--- config.mk ---
export PLATFORM = sky130hd
export DESIGN_NAME = modem_ctl
export DESIGN_NICKNAME = d
export VERILOG_FILES = /design/src/rtl/modem_ctl_pkg.sv /design/src/rtl/mc_sync_edge.sv /design/src/rtl/mc_status.sv /design/src/rtl/mc_line_drv.sv /design/src/rtl/modem_ctl.sv
export SDC_FILE = /design/constraint.sdc
export NUM_CORES = 1
export LEC_CHECK = 0
export ABC_AREA = 1
export BUFFER_PORTS_ARGS = -buffer_cell sky130_fd_sc_hd__buf_2
export CAP_MARGIN = 0
export CELL_PAD_IN_SITES_DETAIL_PLACEMENT = 1
export CELL_PAD_IN_SITES_GLOBAL_PLACEMENT = 2
export CORE_MARGIN = 1.5
export CORE_UTILIZATION = 21
export CTS_CLUSTER_DIAMETER = 40
export DETAILED_ROUTE_END_ITERATION = 10
export GPL_ROUTABILITY_DRIVEN = 1
export PLACE_DENSITY = 0.71
export SLEW_MARGIN = 25
export SYNTH_ARGS = -nofsm -noshare
export SYNTH_HDL_FRONTEND = slang
export SYNTH_SLANG_ARGS = --single-unit
--- constraint.sdc ---
create_clock -name clk -period 1.1 [get_ports clk]
set_input_delay 0.055 -clock clk [delete_from_list [all_inputs] [get_ports clk]]
set_output_delay 0.055 -clock clk [all_outputs]
set_load 0.03 [all_outputs]
--- src/rtl/modem_ctl_pkg.sv ---
package modem_ctl_pkg;

  typedef enum logic [1:0] {
    MC_ASYNC = 2'd0,
    MC_SYNC  = 2'd1,
    MC_BITOR = 2'd2,
    MC_RSVD  = 2'd3
  } mc_mode_e;

  localparam int MC_NUM_IN = 2;
  localparam int MC_IDX_CTS = 0;
  localparam int MC_IDX_DCD = 1;

endpackage

--- src/rtl/mc_sync_edge.sv ---
module mc_sync_edge #(
  parameter int   WIDTH   = 2,
  parameter int   STAGES  = 2,
  parameter logic RST_VAL = 1'b1
) (
  input  logic             clk,
  input  logic             rst_n,
  input  logic [WIDTH-1:0] din,
  output logic [WIDTH-1:0] level,
  output logic [WIDTH-1:0] chg_pulse
);

  localparam int LAST = STAGES - 1;

  for (genvar g = 0; g < WIDTH; g++) begin : g_bit
    logic [STAGES-1:0] shr_q;
    logic [STAGES-1:0] shr_d;
    logic              prev_q;
    logic              prev_d;

    always_comb begin
      shr_d  = {shr_q[STAGES-2:0], din[g]};
      prev_d = shr_q[LAST];
    end

    always_ff @(posedge clk or negedge rst_n) begin
      if (!rst_n) begin
        shr_q  <= {STAGES{RST_VAL}};
        prev_q <= RST_VAL;
      end else begin
        shr_q  <= shr_d;
        prev_q <= prev_d;
      end
    end

    assign level[g]     = shr_q[LAST];
    assign chg_pulse[g] = shr_q[LAST] ^ prev_q;
  end

endmodule

--- src/rtl/mc_status.sv ---
module mc_status #(
  parameter int NSRC = 2
) (
  input  logic            clk,
  input  logic            rst_n,
  input  logic [NSRC-1:0] chg_pulse,
  input  logic [NSRC-1:0] ie,
  input  logic            clr,
  output logic [NSRC-1:0] flags,
  output logic            irq
);

  logic [NSRC-1:0] flag_q;
  logic [NSRC-1:0] flag_d;

  // A new edge wins over a clear in the same cycle so no event is lost.
  always_comb begin
    flag_d = chg_pulse | (flag_q & ~{NSRC{clr}});
  end

  always_ff @(posedge clk or negedge rst_n) begin
    if (!rst_n) flag_q <= '0;
    else        flag_q <= flag_d;
  end

  assign flags = flag_q;
  assign irq   = |(flag_q & ie);

endmodule

--- src/rtl/mc_line_drv.sv ---
module mc_line_drv
  import modem_ctl_pkg::*;
(
  input  logic     clk,
  input  logic     rst_n,
  input  mc_mode_e mode,
  input  logic     auto_en,
  input  logic     auto_rts_rel,
  input  logic     rts_bit,
  input  logic     dtr_bit,
  input  logic     tx_empty,
  input  logic     flag_done,
  output logic     rts_n,
  output logic     dtr_n
);

  logic rts_q, rts_d;
  logic dtr_q, dtr_d;
  logic hold_en;
  logic release_evt;

  always_comb begin
    hold_en     = 1'b0;
    release_evt = 1'b1;
    unique case (mode)
      MC_ASYNC: begin
        hold_en     = auto_en;
        release_evt = tx_empty;
      end
      MC_BITOR: begin
        hold_en     = auto_rts_rel;
        release_evt = flag_done;
      end
      default: begin
        hold_en     = 1'b0;
        release_evt = 1'b1;
      end
    endcase
  end

  always_comb begin
    if (rts_bit) rts_d = 1'b1;
    else         rts_d = rts_q & hold_en & ~release_evt;
    dtr_d = dtr_bit;
  end

  always_ff @(posedge clk or negedge rst_n) begin
    if (!rst_n) begin
      rts_q <= 1'b0;
      dtr_q <= 1'b0;
    end else begin
      rts_q <= rts_d;
      dtr_q <= dtr_d;
    end
  end

  assign rts_n = ~rts_q;
  assign dtr_n = ~dtr_q;

endmodule

--- src/rtl/modem_ctl.sv ---
module modem_ctl
  import modem_ctl_pkg::*;
#(
  parameter int SYNC_STAGES = 2
) (
  input  logic       clk,
  input  logic       rst_n,
  input  logic       cts_n,
  input  logic       dcd_n,
  input  logic [1:0] mode,
  input  logic       auto_en,
  input  logic       auto_rts_rel,
  input  logic       rts_bit,
  input  logic       dtr_bit,
  input  logic       tx_empty,
  input  logic       flag_done,
  input  logic       cts_ie,
  input  logic       dcd_ie,
  input  logic       clr_status,
  output logic       rts_n,
  output logic       dtr_n,
  output logic       tx_enable,
  output logic       rx_enable,
  output logic       cts_level,
  output logic       dcd_level,
  output logic       cts_chg,
  output logic       dcd_chg,
  output logic       irq
);

  logic [MC_NUM_IN-1:0] pin_raw;
  logic [MC_NUM_IN-1:0] pin_lvl;
  logic [MC_NUM_IN-1:0] pin_chg;
  logic [MC_NUM_IN-1:0] src_ie;
  logic [MC_NUM_IN-1:0] src_flag;
  mc_mode_e             mode_e;

  assign pin_raw[MC_IDX_CTS] = cts_n;
  assign pin_raw[MC_IDX_DCD] = dcd_n;
  assign src_ie[MC_IDX_CTS]  = cts_ie;
  assign src_ie[MC_IDX_DCD]  = dcd_ie;
  assign mode_e              = mc_mode_e'(mode);

  mc_sync_edge #(
    .WIDTH   (MC_NUM_IN),
    .STAGES  (SYNC_STAGES),
    .RST_VAL (1'b1)
  ) u_sync (
    .clk       (clk),
    .rst_n     (rst_n),
    .din       (pin_raw),
    .level     (pin_lvl),
    .chg_pulse (pin_chg)
  );

  mc_status #(
    .NSRC (MC_NUM_IN)
  ) u_status (
    .clk       (clk),
    .rst_n     (rst_n),
    .chg_pulse (pin_chg),
    .ie        (src_ie),
    .clr       (clr_status),
    .flags     (src_flag),
    .irq       (irq)
  );

  mc_line_drv u_drv (
    .clk          (clk),
    .rst_n        (rst_n),
    .mode         (mode_e),
    .auto_en      (auto_en),
    .auto_rts_rel (auto_rts_rel),
    .rts_bit      (rts_bit),
    .dtr_bit      (dtr_bit),
    .tx_empty     (tx_empty),
    .flag_done    (flag_done),
    .rts_n        (rts_n),
    .dtr_n        (dtr_n)
  );

  assign cts_level = pin_lvl[MC_IDX_CTS];
  assign dcd_level = pin_lvl[MC_IDX_DCD];
  assign cts_chg   = src_flag[MC_IDX_CTS];
  assign dcd_chg   = src_flag[MC_IDX_DCD];
  assign tx_enable = ~auto_en | ~pin_lvl[MC_IDX_CTS];
  assign rx_enable = ~auto_en | ~pin_lvl[MC_IDX_DCD];

endmodule

; ---- Word-level counts from Yosys, hierarchy flattened
; Index checks and enable logic that the tools add are counted.
[word_totals]
register_bits = 10
latch_bits = 0
mem_bits_rw = 0
mem_bits_ro = 0
in_bits = 15
output_inout_bits = 9
wordCells = 29
n_memories = 0
[op_classes]
add_sub_neg = 0
n_mul = 0
div_mod_pow = 0
n_lt_le_gt_ge = 0
eq_ne = 1
shift = 0
mux = 3
bitwise = 16
n_reduce_logical = 2
[op_table]
columns = op, count
row1 = NOT 1 bit, 6
row2 = AND 2 bit, 2
row3 = case mux 1 bit (2 select lines), 2
row4 = AND 1 bit, 2
row5 = equality test 2 bit (second input constant), 1
row6 = zero test 2 bit, 1
row7 = NOT 2 bit, 1
row8 = bitwise OR 1 bit, 2
row9 = bitwise OR 2 bit, 1
row10 = OR reduction 2 bit, 1
row11 = bitwise XOR 1 bit, 2
row12 = 2-to-1 mux 1 bit, 1

; ---- Longest topological paths before layout
; Gate-level depths: netlist (run 1).
[logic_depth]
word_depth = 5
depth_mapped = 5
ltp_nobuf = 5

; ---- Modules after synthesis
; Synthesis (run 1) repeated with hierarchy kept, for this count alone.
[unflattened]
hier_cells = 47
hier_area_um2 = 407.9
[by_module_without_submodules]
columns = module, n_inst, cells_each, area_per_inst_um2, seq_area_each_um2
row1 = mc_sync_edge, 1, 18, 210.2, 157.7
row2 = mc_line_drv, 1, 15, 102.6, 50.0
row3 = mc_status, 1, 12, 87.6, 50.0
row4 = modem_ctl, 1, 2, 7.5, 0.0

; ---- Least setup slack after synthesis (run 1)
; No wires, ideal clock.
[synth_path]
kind = register to register
start = register u_sync.g_bit[1].shr_q[1]
end = register u_status.flag_q[1], in the netlist u_status.flags[1]
setup_time_ns = 0.066
t_arrival_ns = 0.946
required_ns = 1.034
setup_slack_ns = 0.088
path_stages_with_launch = 4
path_buffers = 0
period_less_slack_ns = 1.012
cell_sequence = dfstp_2 -> inv_1 -> or2_1 -> nand3_2
[synth_via]
elab_chain_cells = 2
[synth_rtl]
columns = element, line
row1 = "start, declared", mc_sync_edge.sv:16  ; logic [STAGES-1:0] shr_q;
row2 = "start signal, assigned", mc_sync_edge.sv:28  ; shr_q <= {STAGES{RST_VAL}};
row3 = "start signal, assigned", mc_sync_edge.sv:31  ; shr_q <= shr_d;
row4 = bitwise XOR 1 bit, mc_sync_edge.sv:37  ; assign chg_pulse[g] = shr_q[LAST] ^ prev_q;
row5 = bitwise OR 2 bit, mc_status.sv:18  ; flag_d = chg_pulse | (flag_q & ~{NSRC{clr}});
row6 = named net u_status.flag_d[1], mc_status.sv:14  ; logic [NSRC-1:0] flag_d;
row7 = "end signal, assigned", mc_status.sv:23  ; else flag_q <= flag_d;
row8 = "end, declared", mc_status.sv:13  ; logic [NSRC-1:0] flag_q;
; The timed path passes the listed nets, and every way through them passes these cells.

; ---- Worst setup path in the final report (run 1)
[layout_path]
start = register u_sync.g_bit[0].shr_q[1]
end = output port tx_enable
[layout_via]
elab_chain_cells = 2
[layout_rtl]
columns = element, line
row1 = "start, declared", mc_sync_edge.sv:16
row2 = "start signal, assigned", mc_sync_edge.sv:28
row3 = "start signal, assigned", mc_sync_edge.sv:31
row4 = NOT 1 bit, modem_ctl.sv:86  ; assign tx_enable = ~auto_en | ~pin_lvl[MC_IDX_CTS];
row5 = bitwise OR 1 bit, modem_ctl.sv:86
row6 = "end, declared", modem_ctl.sv:22  ; output logic tx_enable,
; No other way between the ends.

==> results of run 1 <==
synth_stat cells, drive strengths merged:
| cell | n | share of area |
|---|---|---|
| dfstp | 6 | 0.42 |
| or2 | 2 | 0.033 |
| nand2 | 11 | 0.11 |
| dfrtp | 4 | 0.26 |
| nand3 | 3 | 0.053 |
| a22o | 1 | 0.023 |
| nor2 | 1 | 0.0099 |
| inv | 9 | 0.089 |
worst max-delay path, stage by stage (launching register included):
cell and delay, ps:
dfstp_2 570, nand2_2 60, buf_6 130
stage by stage:
stage	worst slack, ps	setup TNS, ps	util
floorplan	88.0	0	-
global placement	210	0	0.307
detailed placement	187	0	0.307
CTS	0.207	0	0.359
global route	-15.8	-26.2	0.377
finish	36.2	0	0.377
timing repair:
action | CTS | global route
setup buffers | 0 | 1
hold buffers | 5 | 0
endpoints found under the setup margin | 1 | 5
pin swaps | 0 | 2
gates cloned | 0 | 0
endpoints found under the hold margin | 14 | 0
gates resized for setup | 1 | 12
registers in the layout (all words and copies together), names as in the netlist:
signal	flops
u_drv.dtr_q	1
u_drv.rts_q	1
u_status.flags	2
u_sync.g_bit.prev_q	2
u_sync.g_bit.shr_q	4
logic make-up (layout without fill, tap and decap cells):
family	count (synthesis)	after routing	synth area share
simple gates	17	17	0.205
buf+inv	9	42	0.0894
flops	10	10	0.682
compound gates	1	1	0.0232
final cells by class:
class                      count  share of cell area
sequential                    10               0.401
timing repair buffer          29               0.300
multi-input combinational     18               0.142
clock buffer                   4              0.0564
inverter                       9              0.0525
tap                           25              0.0486
routing by layer:
layer,GRT usage,vias up
li1,-,173
met1,0.0844,156
met2,0.166,15
met3,0.0476,0
met4,0.0353,0
met5,0,-
final timing paths:
kind / cells past startpoint / slack [ps] / startpoint / to
setup reg to reg: 3 / 170 / u_sync.g_bit[1].shr_q[1] / u_status.flags[1]
min in group asynchronous: 2 / 180 / rst_n / u_drv.rts_q
hold / removal: 4 / 60 / mode[0] / u_drv.rts_q
setup / recovery: 2 / 40 / u_sync.g_bit[0].shr_q[1] / tx_enable
max in group asynchronous: 2 / 670 / rst_n / u_sync.g_bit[0].shr_q[1]
hold reg to reg: 0 / 360 / u_sync.g_bit[1].shr_q[0] / u_sync.g_bit[1].shr_q[1]
power groups by stage:
stage | combinational (mW) | clock (mW) | sequential, mW
after floorplan | 0.0568 | 0 | 0.439
after global placement | 0.137 | 0 | 0.417
after detailed placement | 0.139 | 0 | 0.418
after CTS | 0.154 | 0.333 | 0.412
after global routing | 0.182 | 0.360 | 0.415
final | 0.168 | 0.318 | 0.412
cells in the final DEF (no fill, tap or decap):
master and n:
nand2_2 2, a22o_1 1, clkbuf_4 3, dlygate4sd3_1 5, buf_2 18, clkbuf_8 1, nand2_1 9, inv_1 9
buf_4 4, nand3_2 1, or2_1 2, nor2_1 1, dfstp_2 6, dfrtp_1 4, buf_6 2, nand3_1 2
==> summary.md, run 1 <==
| Metric | Value |
|---|---|
| Routed length on met3 | 52 µm |
| Effective utilization at floorplan | 0.221 |
| Total global routing track utilization | 0.0914 |
| Count of antenna-violating nets left after detailed routing | 0 |
| WL met2 | about 450 µm |
| Syn-to-layout area delta | 70.2% |
| Inserted Diodes | 0 |
| Seq. cell area | 258 µm² |
| Status | finished, final reports clean |
| Period utilisation layout | 0.967 |
| Iteration-0 DRC Markers | 1 |
| Slew of the pin with the lowest slew margin | 211 ps |
| Initial antenna violation count | 0 |
| Standby leakage power | 0.348 nW |
| Path type of the worst setup path | flop to output port |
| Length of the first detailed-routing pass in iterations | 2 |
| Fin area | between 600 and 700 µm² |
| Internal cell power | 0.675 mW |
| Worst setup SP type | flop |
| Via count of the first global-routing pass | 334 |
| Power share of the clock group | 0.354 |
| Count of input and output buffers | 23 |
| Max Clock Skew | 1.07 ps |
| Layout filler cell count | 214 |
| Synth warnings | 0 |
| Area of placed instances | between 500 and 600 µm² |
| Crit path capture type | output port |
| Fraction of final layout cells sized beyond drive strength 1 | 0.529 |
| Portion of total power attributed to sequential cells | 0.459 |
| FF+latch count, synth | 10 |
| Number of endpoints with negative hold slack in the final report | 0 |
| Total number of vias | 344 |
| Die Area | 2060 µm² |
| Required time worst endpoint | 1040 ps |
| Final routed wirelength across all metal layers | 804 µm |
| Global-route wire length before repair | 1270 µm |
| Worst voltage drop across the vdd grid | 0.685 mV |
| Estimated wirelength of the detail-placed design | 627 µm |
| Post-DR wirelength/cell | 8.46 µm |
| Number of placed cells counting well taps | 85 |
| Worst skew pair latency | 250 ps |
| Slew Limit Headroom | 0.859 |
| Vert. Die Dim | ~45 µm |
| RSZ-0062 raised after global routing | yes |
| Average size of a mapped cell | 10.2 µm² |
| Vias per Instance | 3.62 |
| # setup viols final | 0 |
| Number of buffers created by CTS | 3 |
| Gate count after technology mapping | 37 |
| Syn_nets | between 50 and 60 |
| Clock tree from TritonCTS | done |
| Crit path max fanout | 5 |
| Remaining DRCs | 0 |
| GR Overflow Total | 0 |
| Worst hold margin | 59.4 ps |
| Clock tree root buffer cell | clkbuf_4 |
| Number of clock sinks seen by CTS | 10 |
| Switching power as a share of total power | 0.248 |
| Routability Congestion | 0.589 |
| IO Count | 24 |
| Power per unit of standard cell area | between 1000 and 1500 nW/µm² |
| Overall power after layout | 0.897 mW |
| Combinational power share | 0.187 |
| Maximum achievable frequency | around 0.94 GHz |
| CTS Buffer Depth | 2 |
| Clock slew at reported path FFs | approximately 60 ps |
| Min-Delay Path Class | input port to flop |
| Met1 routed wirelength after detailed routing | 298 µm |
| Post-synthesis instance area | 378 µm² |
| CP Data Arrival Time | about 1000 ps |
| Floorplan row count | 15 |
| Area of the core | approximately 1700 µm² |
| Fraction of the yosys area taken by sequential cells | 0.682 |
| Switching power of the nets | 0.222 mW |
| Max Slew Vio Count | 0 |
| Maximum number of pins on one net before global-route repair | 11 |
| Net count, final | 86 |
| Number of levels in the clock H-tree | 1 |
| Die X-Extent | 45.4 µm |
| Area of combinational cells with multiple inputs | 91.3 µm² |
| Number of maximum-capacitance violations | 0 |
| Number of distinct library cells after synthesis | 9 |
| Highest routed layer | met3 |
| Final critical-path required period | 1060 ps |
| Count of placed standard cells in the final layout, fillers left out | 95 |
No activity file was read; power rests on OpenSTA's default activity.
==> inputs of run 2 (changes only) <==
--- a/config.mk
+++ b/config.mk
@@ -5,7 +5,6 @@
 export SDC_FILE = /design/constraint.sdc
 export NUM_CORES = 1
 export LEC_CHECK = 0
-export ABC_AREA = 1
 export BUFFER_PORTS_ARGS = -buffer_cell sky130_fd_sc_hd__buf_2
 export CAP_MARGIN = 0
 export CELL_PAD_IN_SITES_DETAIL_PLACEMENT = 1
@@ -15,7 +14,7 @@
 export CTS_CLUSTER_DIAMETER = 40
 export DETAILED_ROUTE_END_ITERATION = 10
 export GPL_ROUTABILITY_DRIVEN = 1
-export PLACE_DENSITY = 0.71
+export PLACE_DENSITY = 0.69
 export SLEW_MARGIN = 25
 export SYNTH_ARGS = -nofsm -noshare
 export SYNTH_HDL_FRONTEND = slang
==> summary.md, run 2 <==
| Metric | Value |
|---|---|
| Length of the first detailed-routing pass in iterations | 2 |
| Clock tree from TritonCTS | done |
| Number of levels in the clock H-tree | 1 |
| Clock tree root buffer cell | clkbuf_4 |
| Internal cell power | 0.689 mW |
| Inserted Diodes | 0 |
| Crit path max fanout | 4 |
| Final routed wirelength across all metal layers | a little over 800 µm |
| Cell count of the worst hold path | 3 |
| Global-route wire length before repair | 1400 µm |
| Count of input and output buffers | 23 |
| Number of placed cells counting well taps | 65 |
| FF+latch count, synth | 10 |
| Vert. Die Dim | 43.8 µm |
| Die Area | 1920 µm² |
| Switching power of the nets | 0.227 mW |
| Synth warnings | 0 |
| Slew of the pin with the lowest slew margin | 213 ps |
| Count of placed standard cells in the final layout, fillers left out | 79 |
| Number of buffers created by CTS | 3 |
| Gate count after technology mapping | 26 |
| Max reg flops | 4 |
| Reg-to-reg critical path endpoint | u_status.flags[1] |
| Die X-Extent | 43.8 µm |
| GR Overflow Total | 0 |
| Effective utilization at floorplan | 0.227 |
| Min-Delay Path Class | input port to flop |
| Number of endpoints with negative hold slack in the final report | 0 |
| Total number of vias | 319 |
| Pre-CTS setup slack | between 150 and 200 ps |
| Largest reg by FF count | u_sync.g_bit.shr_q |
| CP Data Arrival Time | 1020 ps |
| Slack of the worst reg-to-reg path | roughly 110 ps |
| Count of flip-flops with a built-in enable after synthesis | 0 |
| Clock slew at reported path FFs | ~60 ps |
| Power per unit of standard cell area | 1430 nW/µm² |
| Status | finished, final reports clean |
| Depth of the most critical reg-to-reg path | 3 |
| Largest cells by area after synthesis | dfstp_2 45%, dfrtp_1 29%, inv_1 6.4%, xnor2_1 5.0%, o31ai_2 3.6% |
| Power share of the clock group | 0.347 |
| Number of clock sinks seen by CTS | 10 |
| Maximum number of pins on one net before global-route repair | 11 |
| Max Slew Vio Count | 0 |
| Vias per Instance | around 4 |
| Fraction of the yosys area taken by sequential cells | 0.736 |
| Most common library cell in the layout ignoring fill and taps | buf_2 |
| Highest-count cells in the layout ignoring fill and taps | 19 x buf_2, 7 x dlygate4sd3_1, 6 x inv_1, 6 x dfstp_2 |
| RSZ-0062 raised after global routing | yes |
| Average size of a mapped cell | 13.5 µm² |
| Syn_nets | 41 |
| Number of maximum-capacitance violations | 0 |
| Floorplan row count | 14 |
| Overall power after layout | 0.915 mW |
| Via count of the first global-routing pass | 348 |
| Fraction of final layout cells sized beyond drive strength 1 | 0.603 |
| Remaining DRCs | 0 |
| Area share of the leading cell type in the synthesized netlist | 0.450 |
| # setup viols final | 0 |
| Syn-to-layout area delta | 82.1% |
| Worst hold endpoint | u_drv.rts_q |
| Path type of the worst setup path | flop to output port |
| Period utilisation layout | 0.976 |
| Total global routing track utilization | 0.104 |
| Slew Limit Headroom | 0.858 |
| CTS Buffer Depth | 2 |
| Count of antenna-violating nets left after detailed routing | 0 |
| Iteration-0 DRC Markers | 1 |
| Maximum achievable frequency | 0.932 GHz |
| Worst voltage drop across the vdd grid | 0.781 mV |
| Routability Congestion | 0.674 |
| Crit path capture type | output port |
| Initial antenna violation count | 0 |
| Number of distinct library cells after synthesis | 9 |
| Switching power as a share of total power | 0.248 |
| Max Clock Skew | 1.08 ps |
| Total negative slack | 0 ps |
| Worst setup margin | 26.5 ps |
| Standby leakage power | 0.326 nW |
| Portion of total power attributed to sequential cells | 0.452 |
| Area of the core | 1540 µm² |
| Worst setup SP type | flop |
| Post-synthesis instance area | approximately 350 µm² |
| Cell type with the largest total area after synthesis | dfstp_2 |
| Asr flop ratio synth | 1.00 |
| Estimated wirelength of the detail-placed design | 581 µm |
| Worst hold margin | approximately 110 ps |
| Net count, final | 79 |
| Required time worst endpoint | 1040 ps |
| Worst skew pair latency | 260 ps |
| IO Count | 24 |
| Most used DFF post-synth | dfstp_2 |
| Combinational power share | 0.201 |
| Final critical-path required period | 1070 ps |
| Commonest cells in the synthesized netlist | 6 x dfstp_2, 6 x inv_1, 4 x dfrtp_1 |
| Origin of the critical flop-to-flop path | u_sync.g_bit[1].shr_q[1] |
| Post-DR wirelength/cell | approximately 10 µm |
| Hold Crit Start | flag_done |
-- run 2: cell count changes after synthesis, sizes merged, moves of 2 or more --
cell and change:
o21ai +2, inv -3, nand2 -8, xnor2 +2
nand3 -3, or2 -2
-- run 2: cell families after synthesis --
logic type                Yosys count  share of synthesized area
DFF                                10                      0.736
buffers and inverters               6                     0.0643
AOI/OAI and AO/OA                   5                      0.118
and+or+nand+nor                     3                     0.0321
xor gates and xnor gates            2                     0.0500
-- run 2: timing repair --
action,4_1_cts,5_1_grt
resized for setup,2,9
pin swaps,0,2
endpoints found under the hold margin,15,0
setup endpoints to repair,3,4
hold buffers,7,0
buffers inserted,3,0
cloned,0,0
-- run 2: per-layer routing --
layer,track usage,share of wire,vias to the layer above
met5,0,0,-
met4,0.0364,0,0
met2,0.188,0.53,15
li1,-,-,156
met3,0.0500,0.084,0
met1,0.101,0.38,148
-- run 2: stage by stage --
step                utilization  area [µm²]
floorplan                     -         350
global placement          0.315         485
detailed placement        0.315         485
CTS                       0.403         621
global route              0.414         638
finish                    0.414         638
-- run 2: worst max-delay path, cell delays in order, from the launching register on --
cell and delay [ps]:
dfstp_2 570, nand2_2 60, buf_6 130
-- run 2: area by class of cell --
type                       count  area (µm²)
inverter                       6        22.5
multi-input combinational     10        72.6
clock buffer                   4        36.3
sequential                    10         258
tap                           16        20.0
fill                         182         903
timing repair buffer          33         229
-- run 2: power groups by stage --
stage / combinational [mW] / sequential, mW / clock [mW]
after floorplan: 0.0533 / 0.444 / 0
after global placement: 0.139 / 0.420 / 0
after detailed placement: 0.139 / 0.422 / 0
after CTS: 0.179 / 0.413 / 0.330
after global routing: 0.200 / 0.417 / 0.354
final: 0.184 / 0.414 / 0.318
-- run 2: worst max path at each step --
stage                                        start                end  slack, ps  cells past startpoint
after floorplan           u_sync.g_bit[1].shr_q[1]  u_status.flags[1]        140                      2
after global placement    u_sync.g_bit[1].shr_q[1]  u_status.flags[1]        250                      2
after detailed placement  u_sync.g_bit[0].shr_q[1]  u_status.flags[0]        200                      2
after CTS                 u_sync.g_bit[1].shr_q[1]          rx_enable          2                      2
after global routing      u_sync.g_bit[1].shr_q[1]          rx_enable        -30                      2
final                     u_sync.g_bit[1].shr_q[1]          rx_enable         30                      2
